`config.mk`:
```
export PLATFORM = sky130hd
export DESIGN_NAME = duplex_reg_xcvr
export DESIGN_NICKNAME = d
export VERILOG_FILES = /design/src/rtl/xcvr_pkg.sv /design/src/rtl/xcvr_rst_sync.sv /design/src/rtl/xcvr_keeper.sv /design/src/rtl/xcvr_store.sv /design/src/rtl/xcvr_dir.sv /design/src/rtl/duplex_reg_xcvr.sv
export SDC_FILE = /design/constraint.sdc
export NUM_CORES = 1
export LEC_CHECK = 0
export BUFFER_PORTS_ARGS = -buffer_cell sky130_fd_sc_hd__buf_4
export CAP_MARGIN = 20
export CORE_MARGIN = 3
export CORE_UTILIZATION = 40
export CTS_CLUSTER_SIZE = 28
export DETAILED_ROUTE_END_ITERATION = 16
export PLACE_DENSITY = 0.64
export SKIP_CTS_REPAIR_TIMING = 1
export SKIP_LAST_GASP = 1
export SYNTH_ARGS = -nofsm -noshare
export SYNTH_HDL_FRONTEND = slang
export SYNTH_SLANG_ARGS = --single-unit
```
`constraint.sdc`:
```
create_clock -name clk -period 4.22 [get_ports clk]
set_input_delay 0.633 -clock clk [delete_from_list [all_inputs] [get_ports clk]]
set_output_delay 0.633 -clock clk [all_outputs]
set_load 0.005 [all_outputs]
```
`src/rtl/xcvr_pkg.sv`:
```
package xcvr_pkg;

  // Operation a storage element performs at the next system clock edge.
  typedef enum logic [1:0] {
    ST_HOLD = 2'd0,
    ST_PASS = 2'd1,
    ST_EDGE = 2'd2
  } store_op_e;

  // Number of data directions carried by the transceiver.
  localparam int unsigned XCVR_DIRS = 2;

  // Pick the store operation: pass-through wins over an edge, an edge wins over hold.
  function automatic store_op_e pick_op(input logic le, input logic rise);
    if (le)        return ST_PASS;
    else if (rise) return ST_EDGE;
    else           return ST_HOLD;
  endfunction

endpackage

```
`src/rtl/xcvr_rst_sync.sv`:
```
module xcvr_rst_sync #(
  parameter int unsigned STAGES = 2
) (
  input  logic clk,
  input  logic rst_n,
  output logic rst_sync_n
);

  logic [STAGES-1:0] sh_r;
  logic [STAGES-1:0] sh_c;

  always_comb begin
    sh_c = {sh_r[STAGES-2:0], 1'b1};
  end

  always_ff @(posedge clk or negedge rst_n) begin
    if (!rst_n) sh_r <= '0;
    else        sh_r <= sh_c;
  end

  assign rst_sync_n = sh_r[STAGES-1];

endmodule

```
`src/rtl/xcvr_keeper.sv`:
```
module xcvr_keeper #(
  parameter int unsigned W       = 18,
  parameter bit          HOLD_EN = 1'b1
) (
  input  logic         clk,
  input  logic         rst_n,
  input  logic [W-1:0] din,
  input  logic         vld,
  output logic [W-1:0] dout
);

  logic [W-1:0] keep_r;
  logic [W-1:0] keep_c;
  logic         keep_en;

  always_comb begin
    keep_en = vld;
    keep_c  = din;
  end

  always_ff @(posedge clk or negedge rst_n) begin
    if (!rst_n)       keep_r <= '0;
    else if (keep_en) keep_r <= keep_c;
  end

  generate
    if (HOLD_EN) begin : g_hold
      assign dout = vld ? din : keep_r;
    end else begin : g_plain
      assign dout = din;
    end
  endgenerate

  // the keeper is frozen while the port is not driven
  a_r9_keep_frozen: assert property (@(posedge clk) disable iff (!rst_n)
    !vld |=> $stable(keep_r));

  // the keeper follows a valid port word
  a_r9_keep_loads: assert property (@(posedge clk) disable iff (!rst_n)
    vld |=> keep_r == $past(din));

endmodule

```
`src/rtl/xcvr_store.sv`:
```
module xcvr_store
  import xcvr_pkg::*;
#(
  parameter int unsigned W = 18
) (
  input  logic         clk,
  input  logic         rst_n,
  input  logic [W-1:0] din,
  input  logic         le,
  input  logic         sclk,
  output logic [W-1:0] dout
);

  logic         sclk_q;
  logic         rise;
  store_op_e    op_c;
  logic         load_en;
  logic [W-1:0] q_r;
  logic [W-1:0] q_c;

  always_comb begin
    rise    = sclk & ~sclk_q;
    op_c    = pick_op(le, rise);
    load_en = (op_c != ST_HOLD);
    q_c     = load_en ? din : q_r;
  end

  // The previous data-clock sample resets high, so the first edge after reset is not a rise.
  always_ff @(posedge clk or negedge rst_n) begin
    if (!rst_n) begin
      sclk_q <= 1'b1;
      q_r    <= '0;
    end else begin
      sclk_q <= sclk;
      if (load_en) q_r <= q_c;
    end
  end

  assign dout = le ? din : q_r;

  // pass-through also writes the store
  a_r2_pass_writes: assert property (@(posedge clk) disable iff (!rst_n)
    le |=> q_r == $past(din));

  // without latch enable and without a rise the store keeps its word
  a_r3_hold_steady: assert property (@(posedge clk) disable iff (!rst_n)
    (!le && !(sclk && !sclk_q)) |=> $stable(q_r));

  // a data-clock rise captures the input
  a_r4_edge_loads: assert property (@(posedge clk) disable iff (!rst_n)
    (!le && sclk && !sclk_q) |=> q_r == $past(din));

endmodule

```
`src/rtl/xcvr_dir.sv`:
```
module xcvr_dir #(
  parameter int unsigned W       = 18,
  parameter bit          HOLD_EN = 1'b1
) (
  input  logic         clk,
  input  logic         rst_n,
  input  logic [W-1:0] din,
  input  logic         din_vld,
  input  logic         le,
  input  logic         sclk,
  input  logic         oe_act,
  output logic [W-1:0] dout,
  output logic [W-1:0] oe
);

  logic [W-1:0] din_eff;

  xcvr_keeper #(.W(W), .HOLD_EN(HOLD_EN)) keeper_i (
    .clk   (clk),
    .rst_n (rst_n),
    .din   (din),
    .vld   (din_vld),
    .dout  (din_eff)
  );

  xcvr_store #(.W(W)) store_i (
    .clk   (clk),
    .rst_n (rst_n),
    .din   (din_eff),
    .le    (le),
    .sclk  (sclk),
    .dout  (dout)
  );

  // Drive enable is gated by the synchronised reset.
  assign oe = (rst_n && oe_act) ? {W{1'b1}} : '0;

endmodule

```
`src/rtl/duplex_reg_xcvr.sv`:
```
module duplex_reg_xcvr
  import xcvr_pkg::*;
#(
  parameter int unsigned W          = 18,
  parameter bit          HOLD_EN    = 1'b1,
  parameter int unsigned RST_STAGES = 2
) (
  input  logic         clk,
  input  logic         rst_n,
  input  logic [W-1:0] a_in,
  input  logic         a_in_vld,
  output logic [W-1:0] a_out,
  output logic [W-1:0] a_oe,
  input  logic [W-1:0] b_in,
  input  logic         b_in_vld,
  output logic [W-1:0] b_out,
  output logic [W-1:0] b_oe,
  input  logic         ab_le,
  input  logic         ab_clk,
  input  logic         ab_oe,
  input  logic         ba_le,
  input  logic         ba_clk,
  input  logic         ba_oe_n
);

  localparam int unsigned ND = XCVR_DIRS;

  logic          rst_sync_n;
  logic [W-1:0]  src_v [ND];
  logic [W-1:0]  dst_v [ND];
  logic [W-1:0]  oe_v  [ND];
  logic [ND-1:0] vld_v;
  logic [ND-1:0] le_v;
  logic [ND-1:0] sclk_v;
  logic [ND-1:0] act_v;

  xcvr_rst_sync #(.STAGES(RST_STAGES)) rst_sync_i (
    .clk        (clk),
    .rst_n      (rst_n),
    .rst_sync_n (rst_sync_n)
  );

  // Direction 0 carries A to B, direction 1 carries B to A.
  assign src_v[0] = a_in;
  assign src_v[1] = b_in;
  assign vld_v    = {b_in_vld, a_in_vld};
  assign le_v     = {ba_le, ab_le};
  assign sclk_v   = {ba_clk, ab_clk};
  assign act_v    = {~ba_oe_n, ab_oe};

  generate
    for (genvar d = 0; d < ND; d++) begin : g_dir
      xcvr_dir #(.W(W), .HOLD_EN(HOLD_EN)) dir_i (
        .clk     (clk),
        .rst_n   (rst_sync_n),
        .din     (src_v[d]),
        .din_vld (vld_v[d]),
        .le      (le_v[d]),
        .sclk    (sclk_v[d]),
        .oe_act  (act_v[d]),
        .dout    (dst_v[d]),
        .oe      (oe_v[d])
      );
    end
  endgenerate

  assign b_out = dst_v[0];
  assign b_oe  = oe_v[0];
  assign a_out = dst_v[1];
  assign a_oe  = oe_v[1];

  // B port is never driven while its enable is low
  a_r6_b_quiet: assert property (@(posedge clk) disable iff (!rst_sync_n)
    !ab_oe |-> b_oe == '0);

  // A port enable is active low
  a_r7_a_quiet: assert property (@(posedge clk) disable iff (!rst_sync_n)
    ba_oe_n |-> a_oe == '0);

  // no port is driven during reset
  a_r1_reset_quiet: assert property (@(posedge clk)
    !rst_n |-> (a_oe == '0 && b_oe == '0));

endmodule

```
* After elaboration in Yosys (flattened, before gate mapping) *
Cells that the tools add are included.

word-level totals
  flip-flop bits (word level) = 76
  input bits = 46
  output and inout bits = 72
  word-level logic and storage cells = 26

operators by class
  muxes and demuxes = 10
  bitwise logic cells = 5
  reduce and logical (&&, ||, !) cells = 4

operators by type and width
  cell                 number
  $mux W18             6
  $mux W2              4
  $reduce_bool A2 Y1   2
  $not A1 Y1           3
  $and A1 B1 Y1        2
  $logic_and A1 B1 Y1  2

* Longest topological paths before layout *
Gate-level depths: netlist of run 1.

  depth after elaboration = 5
  mapped depth = 4
  mapped depth without buffers = 3

* Modules after synthesis *
A second synthesis of run 1 with hierarchy kept.

second synthesis, totals
  cells, all modules = 236
  area total of the unflattened synthesis = 3721.1 um^2

by module, submodules not included
  module           instances  cells each  area an instance (um^2)  seq. area each (um^2)
  xcvr_store       2          60          975.9                    476.7
  xcvr_keeper      2          38          721.9                    450.4
  xcvr_dir         2          18          133.9                    0.0
  xcvr_rst_sync    1          3           53.8                     50.0
  duplex_reg_xcvr  1          1           3.8                      0.0

* Worst setup path before layout of run 1 *
Ideal clock, no wire load.

  path type = reg-to-output
  start = register rst_sync_i.sh_r[1]
  end = output a_oe[10]
  arrival = 2.972 ns
  required time = 3.587 ns
  slack = 0.615 ns
  cell stages (with the launch flop) = 3
  buffers on the path = 1
  path through = dfrtp_1 > nor2b_1 > buf_4

on the way
  longest elaborated chain between the ends = 2

RTL lines
  item                    RTL line               source
  start, declared         xcvr_rst_sync.sv:9     logic [STAGES-1:0] sh_r;
  start signal, assigned  xcvr_rst_sync.sv:17    if (!rst_n) sh_r <= '0;
  start signal, assigned  xcvr_rst_sync.sv:18    else sh_r <= sh_c;
  $logic_and A1 B1 Y1     xcvr_dir.sv:36         assign oe = (rst_n && oe_act) ? {W{1'b1}} : '0;
  $mux W18                xcvr_dir.sv:36
  end, declared           duplex_reg_xcvr.sv:13  output logic [W-1:0] a_oe,

No other way between the ends.

* Final worst setup path of run 1 *
  start = register rst_sync_i.sh_r[1]
  end = output b_oe[4]

on the way
  longest elaborated chain between the ends = 2

RTL lines
  item                 RTL line               source
  $logic_and A1 B1 Y1  xcvr_dir.sv:36
  $mux W18             xcvr_dir.sv:36
  end, declared        duplex_reg_xcvr.sv:17  output logic [W-1:0] b_oe,

No other way between the ends.

==> results of run 1 <==
## power breakdown
part	leakage [nW]	switching, W	internal (W)
Combinational	1.11	0.000136	0.000239
Sequential	0.886	0.0000307	0.000816
Clock	0.113	0.000253	0.000347
Total	2.11	0.000420	0.00140
## sequential cells by signal, summed over array words and instances (netlist names)
name and count:
g_dir.dir_i.keeper_i.keep_r 36, g_dir.dir_i.store_i.q_r 36, g_dir.dir_i.store_i.sclk_q 2, rst_sync_i.sh_r 2
## metrics by stage
step                cells  util (%)  area, um^2  setup WS (ps)  hold slack [ps]
global placement      417      48.8        4280           1650              332
floorplan             235         -        3620            615              331
finish                433      51.3        4490           1380             74.2
global route          433      51.3        4490           1080             51.5
detailed placement    417      48.8        4280           1620              339
CTS                   433      51.3        4490           1250             53.8
## layer usage
layer  vias up  wire (um)  track usage, %
met5         -          0               0
met4         0        132            5.83
met1      1010       2780            16.6
met3        10        559            3.11
met2        87       2970            20.2
li1        949          -               -
## Yosys cell counts, drive strengths merged
cell type	n
mux2	108
conb	1
dfstp	2
a21oi	2
and2	1
nor2b	1
inv	2
buf	44
dfrtp	74
## path summary, 6_finish.rpt
path	startpoint	endpoint	slack (ps)	cells past startpoint
max	rst_sync_i.sh_r[1]	b_oe[4]	1380	3
min	rst_n	rst_sync_i.sh_r[1]	70	1
max reg2reg	g_dir[1].dir_i.store_i.sclk_q	g_dir[1].dir_i.store_i.q_r[17]	2560	3
min reg2reg	rst_sync_i.sh_r[0]	rst_sync_i.sh_r[1]	350	0
max in group asynchronous	rst_sync_i.sh_r[1]	g_dir[0].dir_i.store_i.q_r[4]	3090	1
min in group clk	rst_sync_i.sh_r[0]	rst_sync_i.sh_r[1]	350	0
## area by class of cell
class	instances	area [um^2]
fill	774	4270
sequential	76	1910
multi-input combinational	113	1340
timing repair buffer	118	886
clock buffer	11	141
tap	108	135
clock inverter	5	75.1
inverter	2	7.51
## cell usage in the layout (no fill, tap or decap), drive strengths merged
master  count
buf       118
mux2      108
dfrtp      74
clkbuf     11
clkinv      3
inv         2
a21oi       2
bufinv      2
dfstp       2
nor2b       1
and2        1
conb        1
## kinds of logic (layout without fill, tap and decap cells)
| family | after synthesis | after routing | synth area share (%) |
|---|---|---|---|
| other | 1 | 1 | 0.104 |
| flip-flops | 76 | 76 | 52.6 |
| AO/OA/AOI/OAI | 2 | 2 | 0.899 |
| multiplexers | 108 | 108 | 35.7 |
| AND/OR/NAND/NOR | 2 | 2 | 0.346 |
| buffers and inverters | 46 | 136 | 10.3 |
==> out/metrics.yaml, run 1 <==
synth_top_area_share_pct: 51.2
vias: 2056
gr-total-overflow: 0
rows: 34
clk_latency_ps: 340
cts_num_sinks: 76
die_width_um: 101
antenna_found_initial: 0
hp-class: "input pin to asynchronous set/reset pin"
netlist-cell-type-count: 13
cts_buffer_depth: 2
power_w: 0.00182
syn_area_per_cell_um2: 15.4
syn_to_final_growth_pct: 24.2
fin_crit_sh_pct: 67.3
dpl.hpwl_um: 4350
grt_max_degree: 76
synthTopCellsByArea: "dfrtp_1 51%, mux2_2 27%, mux2_4 8.3%"
first_iter_violations: 49
synth.largest_area_cell: "dfrtp_1"
setup-tns-final_ps: 0
cap_violations: 0
antenna_left: 0
slew_viol_final: 0
fmax_mhz: 352
core_mm2: 0.00876
p_leak_nw: 2.11
finalSetupViolations: 0
status: "complete, no violations"
yosysSeqAreaShare_pct: 52.6
htreeDepth: 3
cp-start-kind: "register"
ir_drop_uv: 216
ys_ff_latch: 76
die_height_um: 101
fin_nets: 366
routed_wl_um: 6440
track_usage_pct: 12.8
max_stage_delay_ps: 700
rsz0062_at_grt: "no"
cp_slowest_cell: "buf_4"
yosysWarnings: 0
io_pins: 118
cts_tree: "built"
drc: 0
via_per_inst: 4.75
start_util_pct: 41.3
syn_area_mm2: 0.00362
grt_pass1_wl_um: 10100
worstSetupEndpointType: "primary output"
layout-drive-gt1-share_pct: 75.7
layout_min_cycle_time_ps: 2840
syn-num-nets: 281
path_max_fanout: 75
relSlewSlack_pct: 37.5
worst-setup-path-type: "register to primary output"
crit_path_frequent_cell: "buf_4"
worstPathBufferInverterCount: 2
skew_ps: 11.5
crit_chain: "buf_4 -> and2_1 -> buf_4"
hold_viol: 0
diodes: 0
tightestPinTransition_ps: 935
gp_congestion: 0.645
syn_inst: 235
cts_made_buffers: 9
die-area_mm2: 0.0102
drt-wirelength-per-cell_um: 14.9
cp.required_ps: 3590
arrival_ps: 2210
path_clk_slew_ps: 70
critPathTopFamily: "buffers and inverters"
power_density_mw_per_mm2: 405
root_buffer: "clkbuf_8"
dr.pass1.iters: 3
grt_pass1_vias: 2035
portBuffers: 117
(Power assumes the default switching activity.)
==> run 2, diff against run 1 <==
- ABC_AREA: default -> 1
- PLACE_DENSITY: 0.64 -> 0.63
- clock period: 4.22 -> 2.85 ns (I/O delays scaled with it)
==> run 2 against run 1 <==
Compared with the run above:
- synthesized cell count rose by 100%
- non-clock buffer count rose by 2
- synthesized area is 12% higher
- largest cell class unchanged
- largest power group unchanged
==> out/metrics.yaml, run 2 <==
start_util_pct: 41.4  # was 41.3%
diodes: 0  # unchanged
synth.largest_area_cell: "dfrtp_1"  # unchanged
via_per_inst: 4.51  # was 4.75
core_mm2: 0.00982  # was 0.00876 mm^2
drc: 0  # unchanged
worstSetupEndpointType: "primary output"  # unchanged
syn_area_mm2: 0.00406  # was 0.00362 mm^2
async_flop_share_pct: 100  # unchanged
drt-wirelength-per-cell_um: 12.7  # was 14.9 um
grt_pass1_vias: 2896  # was 2,035
hold_viol: 0  # unchanged
syn_area_per_cell_um2: 8.67  # was 15.4 um^2
track_usage_pct: 15.8  # was 12.8%
status: "complete, no violations"  # unchanged
fin_crit_sh_pct: 62.3
synth_top_family_by_area: "simple AND/OR/NAND/NOR gates"  # was multiplexers
syn-num-nets: 515  # was 281
ys_ff_latch: 76  # unchanged
ir_drop_uv: 257  # was 216 uV
fillers: 948  # was 774
layout_min_cycle_time_ps: 1780
reg_top3: "g_dir.dir_i.keeper_i.keep_r x36, g_dir.dir_i.store_i.q_r x36"  # unchanged
syn_to_final_growth_pct: 20.4  # was 24.2%
gp_congestion: 0.764  # was 0.645
skew_ps: 5.03  # was 11.5 ps
worst-setup-path-type: "register to primary output"  # unchanged
rows: 36  # was 34
dp.cells: 667  # was 417
synth_fa_ha_area_share_pct: 0  # unchanged
fin_nets: 592  # was 366
antenna_found_initial: 0  # unchanged
die_width_um: 107  # was 101 um
tightestPinTransition_ps: 927  # was 935 ps
path_max_fanout: 18  # was 75
cp.required_ps: 2420  # was 3590 ps
grt_max_degree: 75  # was 76
finalSetupViolations: 0  # unchanged
synth_ff_type: "dfrtp_1"  # unchanged
dpl.hpwl_um: 5750  # was 4350 um
root_buffer: "clkbuf_8"  # unchanged
yosys-top-cells-count: "237 x nand2_1, 74 x dfrtp_1, 43 x nand2_4"  # was 88 x mux2_2, 74 x dfrtp_1, 36 x buf_4
arrival_ps: 1350  # was 2210 ps
p_leak_nw: 2.78  # was 2.11 nW
netlist-cell-type-count: 16  # was 13
slew_viol_final: 0  # unchanged
die-area_mm2: 0.0114  # was 0.0102 mm^2
synth_top_area_share_pct: 45.6  # was 51.2%
io_pins: 118  # unchanged
setup-tns-final_ps: 0  # unchanged
fmax_mhz: 563
relSlewSlack_pct: 38.2  # was 37.5%
htreeDepth: 3  # unchanged
layout-drive-gt1-share_pct: 35.8  # was 75.7%
rsz0062_at_grt: "no"  # unchanged
first_iter_violations: 113  # was 49
synthMuxAreaShare_pct: 0  # was 35.7%
hp-class: "input pin to register"  # was input pin to asynchronous set/reset pin
vias: 3086  # was 2,056
final_common_cell: "nand2_1"  # was buf_4
synth_xor_xnor_area_share_pct: 0  # unchanged
routed_wl_um: 8660  # was 6440 um
cts_buffer_depth: 2  # unchanged
synth_compound_area_share_pct: 0  # was 0.899%
power_density_mw_per_mm2: 538  # was 405 mW/mm^2
clk_latency_ps: 350  # was 340 ps
cts_num_sinks: 76  # unchanged
yosysSeqAreaShare_pct: 46.9  # was 52.6%
path_clk_slew_ps: 80  # was 70 ps
dr.pass1.iters: 4  # was 3
synth-simple-area-share_pct: 40.7  # was 0.346%
yosysMostFrequentCell: "nand2_1"  # was mux2_2
mostFrequentLayoutCells: "237 x nand2_1, 119 x buf_4, 73 x dfrtp_1"  # was 118 x buf_4, 88 x mux2_2, 73 x dfrtp_1
post_layout_nonfiller_instances: 684  # was 433
synth-edff-count: 0  # unchanged
syn_inst: 469  # was 235
cap_violations: 0  # unchanged
synthTopCellsByArea: "dfrtp_1 46%, nand2_1 22%, nand2_4 12%"  # was dfrtp_1 51%, mux2_2 27%, mux2_4 8.3%
cp-start-kind: "register"  # unchanged
cts_made_buffers: 9  # unchanged
cts_tree: "built"  # unchanged
die_height_um: 107  # was 101 um
gr-total-overflow: 0  # unchanged
antenna_left: 0  # unchanged
portBuffers: 117  # unchanged
regToRegSetupSlack_ps: 1560  # was 2560 ps
grt_pass1_wl_um: 14200  # was 10,100 um
yosysWarnings: 0  # unchanged
## run 2: cell count changes after synthesis, sizes merged
| cell | delta |
|---|---|
| buf | +10 |
| nand2 | +293 |
| and2 | -1 |
| nand3 | +36 |
| mux2 | -108 |
| a21oi | -2 |
| inv | +6 |
| nor2 | +1 |
| nor2b | -1 |
## run 2: layout make-up
| cell class | instances | area (um^2) | share of cell area, % |
|---|---|---|---|
| inverters | 8 | 57.6 | 1.18 |
| clock buffers | 12 | 155 | 3.17 |
| multi-input cells | 331 | 1660 | 33.8 |
| clock inverters | 4 | 47.5 | 0.971 |
| flip-flops and latches | 76 | 1910 | 39.0 |
| repair buffers | 120 | 903 | 18.5 |
| well taps | 133 | 166 | 3.40 |
## run 2: per-stage QoR
stage / setup slack (ps) / total power, W / util (%) / hold WS, ps / instance area (um^2)
after floorplan: 239 / 0.00162 / - / 132 / 4070
after global placement: 1130 / 0.00180 / 47.7 / 213 / 4680
after detailed placement: 1110 / 0.00182 / 47.7 / 217 / 4680
after CTS: 1030 / 0.00267 / 49.7 / -175 / 4880
after global routing: 949 / 0.00279 / 49.8 / 177 / 4890
final: 1070 / 0.00263 / 49.8 / 201 / 4890
## run 2: routing by layer
layer / GRT usage [%] / share of wire (%) / vias to the layer above
met3: 4.46 / 7.0 / 13
met2: 25.3 / 47 / 101
met4: 5.39 / 1.4 / 0
met1: 20.6 / 45 / 1425
li1: - / - / 1547
met5: 0 / 0 / -
## run 2: where the power goes
group	leakage [nW]	internal, W	total [W]	switching, W
clock network	0.102	0.000450	0.000845	0.000396
logic	1.75	0.000248	0.000539	0.000291
registers	0.930	0.00119	0.00125	0.0000586
total	2.78	0.00189	0.00263	0.000745
## run 2: kinds of logic (layout without fill, tap and decap cells)
group | after synthesis | in the layout
flops | 76 | 76
other cells | 1 | 1
simple gates | 330 | 330
buf+inv | 62 | 144
## run 2: path summary, 6_finish.rpt
| kind | start | endpoint | cells after the start |
|---|---|---|---|
| max | rst_sync_i.sh_r[1] | b_oe[13] | 3 |
| min reg2reg | rst_sync_i.sh_r[0] | rst_sync_i.sh_r[1] | 0 |
| max reg2reg | g_dir[0].dir_i.store_i.sclk_q | g_dir[0].dir_i.store_i.q_r[0] | 5 |
| min | ba_clk | g_dir[1].dir_i.store_i.sclk_q | 1 |
| max in group asynchronous | rst_sync_i.sh_r[1] | g_dir[0].dir_i.store_i.q_r[13] | 1 |
| min in group asynchronous | rst_n | rst_sync_i.sh_r[1] | 2 |
## run 2: critical path, cell delays in order (launching register included)
cell and delay, ps:
dfrtp_4 420, nand2_1 50, inv_1 330, buf_4 190
==> run 3, diff against run 2 <==
- ABC_AREA: 1 -> 0
- PLACE_DENSITY: 0.63 -> 0.67
- clock period: 2.85 -> 1.4 ns (I/O delays scaled with it)
==> run 3 against run 2 <==
Compared with the run above:
- the run now ends with negative setup slack left
- first-iteration DRC count down 62%
- clock power up 100%
- sequential power up 110%
- wire length down 8.7%
- hold slack worse by 77 ps
- critical endpoint is now b_out[1]
==> out/metrics.yaml, run 3 (synthesis gave the netlist of run 1 again) <==
final_common_cell: "buf_4"  # was nand2_1
regToRegSetupSlack_ps: 30  # was 1560 ps
cp.required_ps: 1190  # was 2420 ps
gp_congestion: 0.688  # was 0.764
ff2ff_path_depth: 4  # was 5
tightestPinTransition_ps: 591  # was 927 ps
power_density_mw_per_mm2: 1110  # was 538 mW/mm^2
timing.final.ws_setup_ps: -182  # was 1070 ps
power_w: 0.00597  # was 0.00263 W
drc: 0  # unchanged
worstSetupEndpointType: "primary output"  # unchanged
cp_slowest_cell: "dfrtp_1"  # was dfrtp_4
diodes: 0  # unchanged
hp-start: "a_in[2]"  # was ba_clk
dr.pass1.iters: 4  # unchanged
die_width_um: 101  # was 107 um
mostFrequentLayoutCells: "106 x buf_4, 92 x mux2_4, 73 x dfrtp_1"  # was 237 x nand2_1, 119 x buf_4, 73 x dfrtp_1
violations: "negative setup slack"
finalSetupViolations: 60  # was 0
worstReg2RegEnd: "g_dir[1].dir_i.store_i.q_r[5]"  # was g_dir[0].dir_i.store_i.q_r[0]
gr-total-overflow: 0  # unchanged
skew_ps: 6.72  # was 5.03 ps
rows: 34  # was 36
path_clk_slew_ps: 80  # about the same
portBuffers: 117  # unchanged
fmax_mhz: 632
stdcell_area_mm2: 0.00540  # was 0.00489 mm^2
core_mm2: 0.00876  # was 0.00982 mm^2
pre_cts_ws_ps: -120  # was 1110 ps
relSlewSlack_pct: 60.6  # was 38.2%
grt_pass1_vias: 2234  # was 2,896
cts_tree: "built"  # unchanged
reg_top3: "g_dir.dir_i.keeper_i.keep_r x36, g_dir.dir_i.store_i.q_r x36"  # unchanged
drt-wirelength-per-cell_um: 16.3  # was 12.7 um
antenna_found_initial: 0  # unchanged
cp-start-kind: "register"  # unchanged
fin_nets: 417  # was 592
path_max_fanout: 2  # was 18
track_usage_pct: 14.0  # was 15.8%
ir_drop_uv: 525  # was 257 uV
cts_buffer_depth: 2  # unchanged
hold_viol: 0  # unchanged
start_util_pct: 41.3  # was 41.4%
hp-class: "input pin to register"  # unchanged
crit_path_frequent_cell: "mux2_4"
arrival_ps: 1370  # was 1350 ps
worstPathBufferInverterCount: 1  # was 2
grt_max_degree: 47  # was 75
layout_min_cycle_time_ps: 1580
final_util_pct: 61.6  # was 49.8%
die-area_mm2: 0.0102  # was 0.0114 mm^2
fillers: 684  # was 948
rsz0062_at_grt: "yes"  # was no
critPathTopFamily: "multiplexers"  # was buffers and inverters
crit_chain: "mux2_4 -> mux2_4 -> buf_6"  # was nand2_1 -> inv_1 -> buf_4
root_buffer: "clkbuf_8"  # unchanged
cts_made_buffers: 9  # unchanged
p_leak_nw: 2.73  # was 2.78 nW
layout-drive-gt1-share_pct: 79.3  # was 35.8%
fin_crit_sh_pct: 113
die_height_um: 101  # was 107 um
r2r_start: "g_dir[1].dir_i.store_i.sclk_q"  # was g_dir[0].dir_i.store_i.sclk_q
min_path_cells: 2  # was 1
routed_wl_um: 7900  # was 8660 um
first_iter_violations: 43  # was 113
cts_num_sinks: 76  # unchanged
placed_cell_area_mm2: 0.00465  # was 0.00468 mm^2
whs_endpoint: "g_dir[0].dir_i.keeper_i.keep_r[2]"  # was g_dir[1].dir_i.store_i.sclk_q
setup-tns-final_ps: -7970  # was 0 ps
worst-setup-path-type: "register to primary output"  # unchanged
syn_to_final_growth_pct: 49.3  # was 20.4%
cap_violations: 0  # unchanged
antenna_left: 0  # unchanged
htreeDepth: 3  # unchanged
max_stage_delay_ps: 370  # was 420 ps
via_per_inst: 4.77  # was 4.51
status: "complete, but fails checks"  # was complete, no violations
vias: 2310  # was 3,086
slew_viol_final: 0  # unchanged
clk_latency_ps: 330  # was 350 ps
grt_pass1_wl_um: 11000  # was 14,200 um
io_pins: 118  # unchanged
dpl.hpwl_um: 4810  # was 5750 um
-- run 3: cell count changes in the layout (fill, tap and decap cells not counted), moves of 3 or more --
cell and change:
and2_4 +3, buf_12 +4, buf_4 -13, buf_6 +50, inv_1 -4, inv_8 -3, mux2_2 +16, mux2_4 +92
nand2_1 -237, nand2_2 -12, nand2_4 -43, nand3_1 -36, nor2b_4 +3
-- run 3: area by class of cell --
type,instances,area (um^2),share of cell area [%]
Clock inverter,4,47.5,0.880
Inverter,2,7.51,0.139
Sequential cell,76,1910,35.3
Multi-Input combinational cell,118,1670,31.0
Tap cell,108,135,2.50
Timing Repair Buffer,164,1470,27.3
Clock buffer,12,155,2.87
-- run 3: metrics by stage --
step / instances / hold slack (ps)
2_1_floorplan: 235 / -85.6
3_3_place_gp: 449 / -5.73
3_5_place_dp: 449 / -4.51
4_1_cts: 465 / -380
5_1_grt: 484 / 103
6_report: 484 / 124
-- run 3: where the power goes --
| part | internal (W) | switching (W) | total, W |
|---|---|---|---|
| logic | 0.00116 | 0.000534 | 0.00170 |
| registers | 0.00246 | 0.000117 | 0.00258 |
| clock network | 0.000916 | 0.000775 | 0.00169 |
-- run 3: how the worst max path moves through the flow --
stage	start	end	slack [ps]	cells after the start
after floorplan	rst_sync_i.sh_r[1]	a_oe[10]	-340	2
after global placement	b_in_vld	a_out[6]	-100	4
after detailed placement	b_in_vld	a_out[6]	-120	4
after CTS	g_dir[1].dir_i.keeper_i.keep_r[4]	a_out[4]	-230	3
after global routing	g_dir[1].dir_i.keeper_i.keep_r[4]	a_out[4]	-250	3
final	g_dir[0].dir_i.keeper_i.keep_r[1]	b_out[1]	-180	3
-- run 3: worst register-to-register path, delay by kind of cell, from the launching register on --
family,cells,cell delay (ps)
flip-flops,1,530
multiplexers,1,350
buffers and inverters,2,240
AO/OA/AOI/OAI,1,140
-- run 3: per-layer routing --
| layer | up-vias | part of all wire [%] | GRT usage [%] | routed length [um] |
|---|---|---|---|---|
| met3 | 10 | 6.7 | 4.08 | 528 |
| met5 | - | 0 | 0 | 0 |
| li1 | 1052 | - | - | - |
| met1 | 1160 | 44 | 19.0 | 3470 |
| met4 | 0 | 1.4 | 6.44 | 108 |
| met2 | 88 | 48 | 20.5 | 3800 |
